===== src/rtl/gcw_pkg.sv =====
`timescale 1ns/1ps
package gcw_pkg;

    // Active edge of the emulated write clock
    typedef enum logic {
        EDGE_FALL = 1'b0,
        EDGE_RISE = 1'b1
    } wedge_e;

    // Read port style; only the combinational one is accepted
    typedef enum logic {
        READ_COMB    = 1'b0,
        READ_CLOCKED = 1'b1
    } rdmode_e;

    // Level the previous-sample register takes at reset
    function automatic logic rest_level(input wedge_e pol);
        return (pol == EDGE_RISE);
    endfunction

    // Edge pattern match on (previous sample, live sample)
    function automatic logic edge_hit(input logic prev, input logic now, input wedge_e pol);
        if (pol == EDGE_RISE)
            return (!prev && now);
        else
            return (prev && !now);
    endfunction

endpackage


===== src/rtl/gcw_edge_sense.sv =====
`timescale 1ns/1ps
module gcw_edge_sense
    import gcw_pkg::*;
#(
    parameter wedge_e POL = EDGE_RISE
) (
    input  logic gclk,
    input  logic rst,
    input  logic wclk,
    output logic fire,
    output logic prev_q
);

    always_ff @(posedge gclk) begin
        if (rst)
            prev_q <= rest_level(POL);
        else
            prev_q <= wclk;
    end

    assign fire = edge_hit(prev_q, wclk, POL);

endmodule


===== src/rtl/gcw_wr_stage.sv =====
`timescale 1ns/1ps
module gcw_wr_stage #(
    parameter int WIDTH = 8,
    parameter int AW    = 4
) (
    input  logic             gclk,
    input  logic             rst,
    input  logic [WIDTH-1:0] mask_i,
    input  logic [AW-1:0]    addr_i,
    input  logic [WIDTH-1:0] data_i,
    input  logic             fire,
    output logic [WIDTH-1:0] eff_mask,
    output logic [AW-1:0]    addr_q,
    output logic [WIDTH-1:0] data_q
);

    typedef struct packed {
        logic [WIDTH-1:0] mask;
        logic [AW-1:0]    addr;
        logic [WIDTH-1:0] data;
    } wreq_t;

    wreq_t req_d, req_q;

    always_comb begin
        req_d.mask = mask_i;
        req_d.addr = addr_i;
        req_d.data = data_i;
    end

    always_ff @(posedge gclk) begin
        if (rst)
            req_q <= '0;
        else
            req_q <= req_d;
    end

    assign eff_mask = fire ? req_q.mask : '0;
    assign addr_q   = req_q.addr;
    assign data_q   = req_q.data;

endmodule


===== src/rtl/gcw_store.sv =====
`timescale 1ns/1ps
module gcw_store #(
    parameter int DEPTH = 16,
    parameter int WIDTH = 8,
    parameter int AW    = 4
) (
    input  logic             gclk,
    input  logic             rst,
    input  logic [WIDTH-1:0] wmask,
    input  logic [AW-1:0]    waddr,
    input  logic [WIDTH-1:0] wdata,
    input  logic [AW-1:0]    raddr,
    output logic [WIDTH-1:0] rdata
);

    localparam bit FULL_MAP = (DEPTH == (1 << AW));

    logic [WIDTH-1:0] rd_vec [DEPTH];

    for (genvar i = 0; i < DEPTH; i++) begin : g_word
        logic             hit;
        logic [WIDTH-1:0] word_q;

        assign hit = (waddr == AW'(i)) && (wmask != '0);

        always_ff @(posedge gclk) begin
            if (rst)
                word_q <= '0;
            else if (hit)
                word_q <= (word_q & ~wmask) | (wdata & wmask);
        end

        assign rd_vec[i] = word_q;
    end

    if (FULL_MAP) begin : g_rd_full
        assign rdata = rd_vec[raddr];
    end else begin : g_rd_guard
        assign rdata = (int'(raddr) < DEPTH) ? rd_vec[raddr] : '0;
    end

endmodule


===== src/rtl/gcw_mem.sv =====
`timescale 1ns/1ps
module gcw_mem
    import gcw_pkg::*;
#(
    parameter int      DEPTH   = 16,
    parameter int      WIDTH   = 8,
    parameter wedge_e  WR_EDGE = EDGE_RISE,
    parameter rdmode_e RD_MODE = READ_COMB,
    localparam int     AW      = (DEPTH > 1) ? $clog2(DEPTH) : 1
) (
    input  logic             gclk,
    input  logic             rst,
    input  logic             wclk,
    input  logic [WIDTH-1:0] wmask,
    input  logic [AW-1:0]    waddr,
    input  logic [WIDTH-1:0] wdata,
    input  logic [AW-1:0]    raddr,
    output logic [WIDTH-1:0] rdata
);

    if (RD_MODE != READ_COMB) begin : g_reject_rd
        $error("gcw_mem: a clocked read port cannot be emulated; use READ_COMB");
    end

    logic             edge_fire;
    logic             wclk_prev;
    logic [WIDTH-1:0] eff_mask;
    logic [AW-1:0]    addr_q;
    logic [WIDTH-1:0] data_q;

    gcw_edge_sense #(
        .POL (WR_EDGE)
    ) u_edge (
        .gclk   (gclk),
        .rst    (rst),
        .wclk   (wclk),
        .fire   (edge_fire),
        .prev_q (wclk_prev)
    );

    gcw_wr_stage #(
        .WIDTH (WIDTH),
        .AW    (AW)
    ) u_stage (
        .gclk     (gclk),
        .rst      (rst),
        .mask_i   (wmask),
        .addr_i   (waddr),
        .data_i   (wdata),
        .fire     (edge_fire),
        .eff_mask (eff_mask),
        .addr_q   (addr_q),
        .data_q   (data_q)
    );

    gcw_store #(
        .DEPTH (DEPTH),
        .WIDTH (WIDTH),
        .AW    (AW)
    ) u_store (
        .gclk  (gclk),
        .rst   (rst),
        .wmask (eff_mask),
        .waddr (addr_q),
        .wdata (data_q),
        .raddr (raddr),
        .rdata (rdata)
    );

endmodule



===== config.mk =====
export PLATFORM = sky130hd
export DESIGN_NAME = gcw_mem
export DESIGN_NICKNAME = d
export VERILOG_FILES = /design/src/rtl/gcw_pkg.sv /design/src/rtl/gcw_edge_sense.sv /design/src/rtl/gcw_wr_stage.sv /design/src/rtl/gcw_store.sv /design/src/rtl/gcw_mem.sv
export SDC_FILE = /design/constraint.sdc
export NUM_CORES = 1
export LEC_CHECK = 0
export ABC_CLOCK_PERIOD_IN_PS = 2200
export BUFFER_PORTS_ARGS = -buffer_cell sky130_fd_sc_hd__buf_4
export CAP_MARGIN = 5
export CORE_UTILIZATION = 60
export CTS_CLUSTER_SIZE = 14
export DETAILED_ROUTE_END_ITERATION = 10
export PLACE_DENSITY = 0.85
export SKIP_LAST_GASP = 1
export SYNTH_ARGS = -nofsm -noshare
export SYNTH_HDL_FRONTEND = slang
export SYNTH_HIERARCHICAL = 1
export SYNTH_SLANG_ARGS = --single-unit

===== constraint.sdc =====
create_clock -name gclk -period 2.2 [get_ports gclk]
set_input_delay 0.33 -clock gclk [delete_from_list [all_inputs] [get_ports gclk]]
set_output_delay 0.33 -clock gclk [all_outputs]
set_load 0.02 [all_outputs]

* Word level (Yosys, flattened, before mapping) *
Cells that the tools add are included.

operators by class
  eq/ne operators = 15
  muxes and demuxes = 4
  order comparisons = 1
  reduce and logical (&&, ||, !) cells = 20
  bitwise gates (word level) = 35

operators with widths
  kind                                                              count
  8-bit AND                                                         17
  8-bit OR                                                          16
  8-bit binary-select mux with 4-bit select                         1
  4-bit == test (second input constant)                             8
  8-bit 2-to-1 mux                                                  3
  1-bit logical AND                                                 17
  4-bit by 3-bit == test with 1-bit output (second input constant)  4
  4-bit by 2-bit == test with 1-bit output (second input constant)  2
  8-bit inverter                                                    1
  8-bit nonzero test                                                1
  5-bit >= comparator (second input constant)                       1
  4-bit inverter with 5-bit output                                  1
  4-bit by 1-bit == test with 1-bit output (second input constant)  1
  4-bit zero test                                                   1
  1-bit zero test                                                   1

word-level totals
  register bits after elaboration = 149
  input bits = 27
  output and inout bits = 8

* Logic depth before layout (Yosys ltp) *
Gate-level depths: netlist (run 1).

  word-level depth = 6
  gate-level depth with buffers = 7

* Cells and area by module *
The synthesis (run 1) kept the hierarchy.

modules (own cells, without submodules)
  module          times used  area an instance (um^2)  cells each
  gcw_store       1           6252.2                   705
  gcw_wr_stage    1           758.2                    62
  gcw_edge_sense  1           32.5                     3

* Worst setup path before layout (run 1) *
OpenSTA, ideal clock, no wires.

  kind = input-to-output
  start point = input raddr[0]
  end point = output rdata[1]
  path buffers = 2
  setup slack = 0.439 ns
  arrival time = 1.431 ns
  stages on the path = 5
  cells stage by stage = buf_6 > buf_6 > mux4_2 > a22oi_1 > nand2_1

on the way
  cells in the longest elaborated chain, start to end = 4

RTL lines
  element                                                 RTL line         source
  from (decl)                                             gcw_mem.sv:17    input logic [AW-1:0] raddr,
  4-bit inverter with 5-bit output (not written as such)  gcw_store.sv:37  assign rdata = rd_vec[raddr];
  8-bit binary-select mux with 4-bit select               gcw_store.sv:37
  8-bit 2-to-1 mux (not written as such) (2 in series)    gcw_store.sv:37
  to (decl)                                               gcw_mem.sv:18    output logic [WIDTH-1:0] rdata

No other way between the ends. The select of a mux whose other input is x is not followed.

==> results.sh, run 1 <==
export IMPL_wl_per_cell_microns=22.34
export IMPL_final_cell_area_sq_um=7775
export IMPL_via_count=6382
export IMPL_multi_input_area_sq_um=3465
export IMPL_grt_pass1_vias=5993
export IMPL_vias_per_cell=7.099
export IMPL_ctsResizeCount=0
export IMPL_start_util_pct=61.68
export IMPL_dp_hpwl_mm=12.74
export IMPL_setup_tns_final_ps=0
export IMPL_fin_crit_sh_pct=93.95
export IMPL_area_growth_pct=10.39
export IMPL_fin_util_pct=68.09
export IMPL_io_buffer_count=34
export IMPL_drc=0
export IMPL_cp_max_fo=2
export IMPL_whs_ps=97.99
export IMPL_core_sq_um=11420
export IMPL_hold_class="in2reg"
export IMPL_critPathLaunchType="register"
export IMPL_first_iter_violations=1012
export IMPL_gp_congestion=0.9350
export IMPL_worst_pin_slew_ps=855.8
export IMPL_synth_distinct_cells=32
export IMPL_endpoint_kind="output port"
export IMPL_worstPathArrival_ps=1740
export IMPL_grt_max_degree=49
export IMPL_clock_sinks=149
export IMPL_register_area_sq_um=2983
export IMPL_worst_ep_required_time_ps=1870
export IMPL_fin_crit_ps=2067
export IMPL_final_setup_worst_slack_ps=133.2
export IMPL_dr_pass1_iters=6
export IMPL_clockBufferDepth=2
export IMPL_drive_gt1_share_pct=19.97
export IMPL_netlist_area_sq_um=7043
export IMPL_antenna_found_initial=0
export IMPL_diodes=0
export IMPL_status="finished clean"
export IMPL_fin_skew_ps=6.541
export IMPL_ys_seq_elements=149
export IMPL_cts_max_level=4
export IMPL_min_path_cells=2
export IMPL_grt_overflow=0
export IMPL_grt_use_met3_pct=10.99
export IMPL_hold_viol=0
export IMPL_ios=35
export IMPL_setup_viol_count_final=0
export IMPL_maxCapViolCount=0
export IMPL_fin_cells=899
export IMPL_peakVddDrop_mv=0.8089
export IMPL_wl_mm=20.08
export IMPL_path_class="reg2out"
export IMPL_ys_seq_area_share_pct=42.35
export IMPL_place_inst=867
export IMPL_netlist_instances=770
export IMPL_power_mw=6.154
export IMPL_met2_usage_pct=54.75
export IMPL_fill_cells=859
export IMPL_cts_tree="yes"
export IMPL_cts_hold_buf=0
export IMPL_avgSynthCellArea_sq_um=9.147
export IMPL_clock_latency_ps=420
export IMPL_p_per_area_nw_per_um2=791.5
export IMPL_die_w_microns=110.3
export IMPL_rsz0062_at_grt="no"
export IMPL_drtAntennaViolNets=0
export IMPL_place_area_sq_um=7152
export IMPL_yosys_warnings=6
export IMPL_dieHeight_microns=110.3
export IMPL_fin_nets=770
export IMPL_cts_root_buffer="clkbuf_16"
export IMPL_relSlewSlack_pct=42.83
export IMPL_syn_num_nets=797
export IMPL_post_cts_setup_buffer_count=0
export IMPL_grt_use_met1_pct=43.69
export IMPL_rows=39
export IMPL_dp_worst_setup_slack_ps=111.8
export IMPL_cts_made_buffers=17
export IMPL_grt_busiest_layer="met2"
export IMPL_grt_usage_pct=34.92
export IMPL_clkTransAtPathRegs_ps=60
export IMPL_fmax_mhz=483.8
export IMPL_p_leak_nw=2.550
export IMPL_die_area_sq_um=12180
export IMPL_maxSlewViolCount=0
export IMPL_grt_pass1_wl_mm=31.29
export IMPL_r2r_cells=4
## critical path, stage by stage (launching register included)
cell	delay, ps
dfxtp_1	330
mux4_2	450
a22oi_1	270
nand2_1	110
buf_4	160
## layer usage
layer	wire (microns)	part of all wire (%)
met5	0	0
met3	2532	13
met1	7491	37
met4	693	3.5
met2	9366	47
## final cells by class
| class | instances | area share (%) |
|---|---|---|
| Tap cell | 143 | 2.301 |
| Sequential cell | 149 | 38.36 |
| Timing Repair Buffer | 61 | 6.373 |
| Clock buffer | 25 | 6.501 |
| Multi-Input combinational cell | 506 | 44.56 |
| Clock inverter | 7 | 1.513 |
| Inverter | 8 | 0.3862 |
## final timing paths
check	startpoint	endpoint	slack, ps
setup / recovery	register	rdata[5]	130
hold / removal	wclk	u_edge/prev_q$_SDFF_PP1_	100
setup reg to reg	u_stage/addr_q[3]$_SDFF_PP0_	register	200
hold reg to reg	register	register	470
## logic make-up (layout without fill, tap and decap cells)
logic type / count (synthesis) / in the layout / share of synthesized area, %
AOI/OAI and AO/OA: 272 / 272 / 19.90
and+or+nand+nor: 202 / 202 / 19.06
DFF: 149 / 149 / 42.35
buffers and inverters: 115 / 101 / 8.456
muxes: 32 / 32 / 10.23
## layout by cell type (no fill, tap or decap), drive strengths merged, types with 6 or more instances in the layout
master / synthesis / routed
a21oi: 128 / 128
a22oi: 16 / 16
and2: 9 / 9
buf: 47 / 61
clkbuf: 60 / 25
dfxtp: 149 / 149
inv: 8 / 8
mux4: 32 / 32
nand2: 8 / 8
nand3: 128 / 128
nand4bb: 6 / 6
nor2b: 23 / 23
o21ai: 128 / 128
## synthesized netlist by cell type
library cell | instances | area [sq um]
nand4b_1 | 4 | 35.03
nor2b_2 | 16 | 140.1
or4b_1 | 4 | 40.04
buf_6 | 10 | 112.6
nor2b_1 | 3 | 18.77
inv_1 | 8 | 30.03
nor4b_4 | 4 | 95.09
or4_1 | 1 | 7.510
nand3_1 | 128 | 640.6
buf_2 | 16 | 80.08
a22oi_1 | 16 | 120.1
and4_1 | 1 | 8.760
buf_1 | 3 | 11.26
nand2_1 | 8 | 30.03
and4bb_2 | 4 | 50.05
mux4_2 | 32 | 720.7
o21ai_0 | 94 | 470.5
nand4_1 | 1 | 6.260
or2_1 | 1 | 6.260
buf_4 | 18 | 135.1
and4b_1 | 4 | 40.04
clkbuf_1 | 59 | 221.5
dfxtp_1 | 149 | 2983
clkbuf_2 | 1 | 5.000
and2_1 | 9 | 56.30
nor4bb_1 | 2 | 20.02
nor4_4 | 1 | 21.27
a21oi_1 | 128 | 640.6
o21ai_1 | 34 | 170.2
nor2_1 | 1 | 3.750
nand4bb_1 | 6 | 67.56
nor2b_4 | 4 | 55.05
## power breakdown
group          total (mW)  switching, mW  leakage, nW  internal [mW]
Clock                3.04           1.10        0.296           1.93
Sequential           2.78         0.0564         1.21           2.72
Combinational       0.339          0.207         1.05          0.132
No activity file was read; power rests on OpenSTA's default activity.
==> inputs of run 2 (changes only) <==
ABC_CLOCK_PERIOD_IN_PS = 2450   (was 2200)
SETUP_SLACK_MARGIN = 0.2   (was unset)
clock period = 2.45 ns   (was 2.2 ns; I/O delays follow)
==> results.sh, run 2 (synthesized netlist as in run 1, its figures left out) <==
export IMPL_fin_crit_sh_pct=88.80
export IMPL_hold_class="in2reg"
export IMPL_clockBufferDepth=2
export IMPL_rsz0062_at_grt="no"
export IMPL_core_sq_um=11420
export IMPL_dp_worst_setup_slack_ps=286.3
export IMPL_switching_power_mw=1.216
export IMPL_antenna_found_initial=0
export IMPL_clock_latency_ps=430
export IMPL_start_util_pct=61.68
export IMPL_cts_hold_buf=0
export IMPL_fin_cells=900
export IMPL_fin_crit_ps=2176
export IMPL_worstPathArrival_ps=1810
export IMPL_ios=35
export IMPL_sequentialPowerShare_pct=46.2
export IMPL_worst_pin_slew_ps=780.1
export IMPL_internal_power_mw=4.193
export IMPL_setup_tns_final_ps=0
export IMPL_grt_usage_pct=33.61
export IMPL_whs_ps=135.2
export IMPL_vias_per_cell=6.928
export IMPL_first_iter_violations=981
export IMPL_relSlewSlack_pct=47.93
export IMPL_p_leak_nw=2.552
export IMPL_wl_mm=19.40
export IMPL_clock_sinks=149
export IMPL_p_comb_share_pct=5.5
export IMPL_grt_max_degree=94
export IMPL_maxSlewViolCount=0
export IMPL_diodes=0
export IMPL_setup_viol_count_final=0
export IMPL_via_count=6235
export IMPL_place_area_sq_um=7162
export IMPL_fin_util_pct=67.88
export IMPL_peakVddDrop_mv=0.6708
export IMPL_final_common_cell="dfxtp_1"
export IMPL_grt_pass1_wl_mm=30.28
export IMPL_die_w_microns=110.3
export IMPL_dp_hpwl_mm=12.48
export IMPL_rows=39
export IMPL_grt_pass1_vias=6090
export IMPL_die_area_sq_um=12180
export IMPL_maxCapViolCount=0
export IMPL_dr_pass1_iters=8
export IMPL_cts_root_buffer="clkbuf_16"
export IMPL_fill_cells=880
export IMPL_io_buffer_count=34
export IMPL_final_setup_worst_slack_ps=274.4
export IMPL_area_growth_pct=10.06
export IMPL_drive_gt1_share_pct=20.48
export IMPL_layout_common_cells="dfxtp_1 (148), nand3_1 (128), a21oi_1 (128)"
export IMPL_place_inst=870
export IMPL_wl_per_cell_microns=21.55
export IMPL_cts_max_level=4
export IMPL_swShare_pct=22.47
export IMPL_path_class="in2out"
export IMPL_post_cts_setup_buffer_count=0
export IMPL_clock_power_share_pct=48.3
export IMPL_fin_nets=773
export IMPL_grt_overflow=0
export IMPL_fin_skew_ps=8.915
export IMPL_cts_made_buffers=17
export IMPL_dieHeight_microns=110.3
export IMPL_p_per_area_nw_per_um2=697.8
export IMPL_ctsResizeCount=0
export IMPL_gp_congestion=0.8535
export IMPL_clkTransAtPathRegs_ps=60
export IMPL_cts_tree="yes"
export IMPL_worst_ep_required_time_ps=2080
export IMPL_fmax_mhz=459.6
export IMPL_cp_max_fo=21
export IMPL_drc=0
export IMPL_status="finished clean"
export IMPL_endpoint_kind="output port"
export IMPL_drtAntennaViolNets=0
export IMPL_hold_viol=0
export IMPL_final_cell_area_sq_um=7751
export IMPL_critPathLaunchType="primary input"
export IMPL_power_mw=5.409
[run 2: changes by cell type in the layout (fill, tap and decap cells not counted), moves of 2 or more]
cell | before | now
clkbuf_8 | 5 | 2
clkbuf_1 | 3 | 1
clkinvlp_4 | 3 | 1
clkinv_2 | 1 | 5
buf_4 | 58 | 62
[run 2: critical path, stage by stage]
cell	delay, ps
buf_4	190
buf_12	220
mux4_2	510
a22oi_1	210
nand2_1	110
buf_4	170
[run 2: final timing paths]
| check | startpoint | to | slack [ps] | depth (start not counted) |
|---|---|---|---|---|
| worst max-delay path | raddr[0] | rdata[4] | 270 | 6 |
| worst min-delay path | wclk | u_edge/prev_q$_SDFF_PP1_ | 140 | 2 |
| worst max register to register | u_stage/addr_q[0]$_SDFF_PP0_ | register | 340 | 3 |
| worst min register to register | register | register | 480 | 2 |
[run 2: power groups by stage]
stage / Combinational, mW / Clock [mW] / Sequential [mW]
3_5_place_dp: 0.288 / 0 / 2.55
4_1_cts: 0.289 / 2.63 / 2.50
5_1_grt: 0.310 / 2.74 / 2.50
3_3_place_gp: 0.281 / 0 / 2.55
2_1_floorplan: 0.261 / 0 / 2.50
6_report: 0.296 / 2.61 / 2.50
[run 2: layout make-up]
cell class | count | area [sq um] | area share [%]
inverter | 8 | 30.03 | 0.3874
tap | 143 | 178.9 | 2.308
clock buffer | 20 | 456.7 | 5.892
sequential | 149 | 2984 | 38.50
multi-input combinational | 506 | 3465 | 44.70
clock inverter | 10 | 131.4 | 1.695
timing repair buffer | 64 | 505.5 | 6.521
[run 2: per-layer routing]
metal	share of wire, %	global-route usage, %
met1	37	41.48
met2	48	54.88
met3	11	8.289
met4	3.0	16.45
met5	0	0
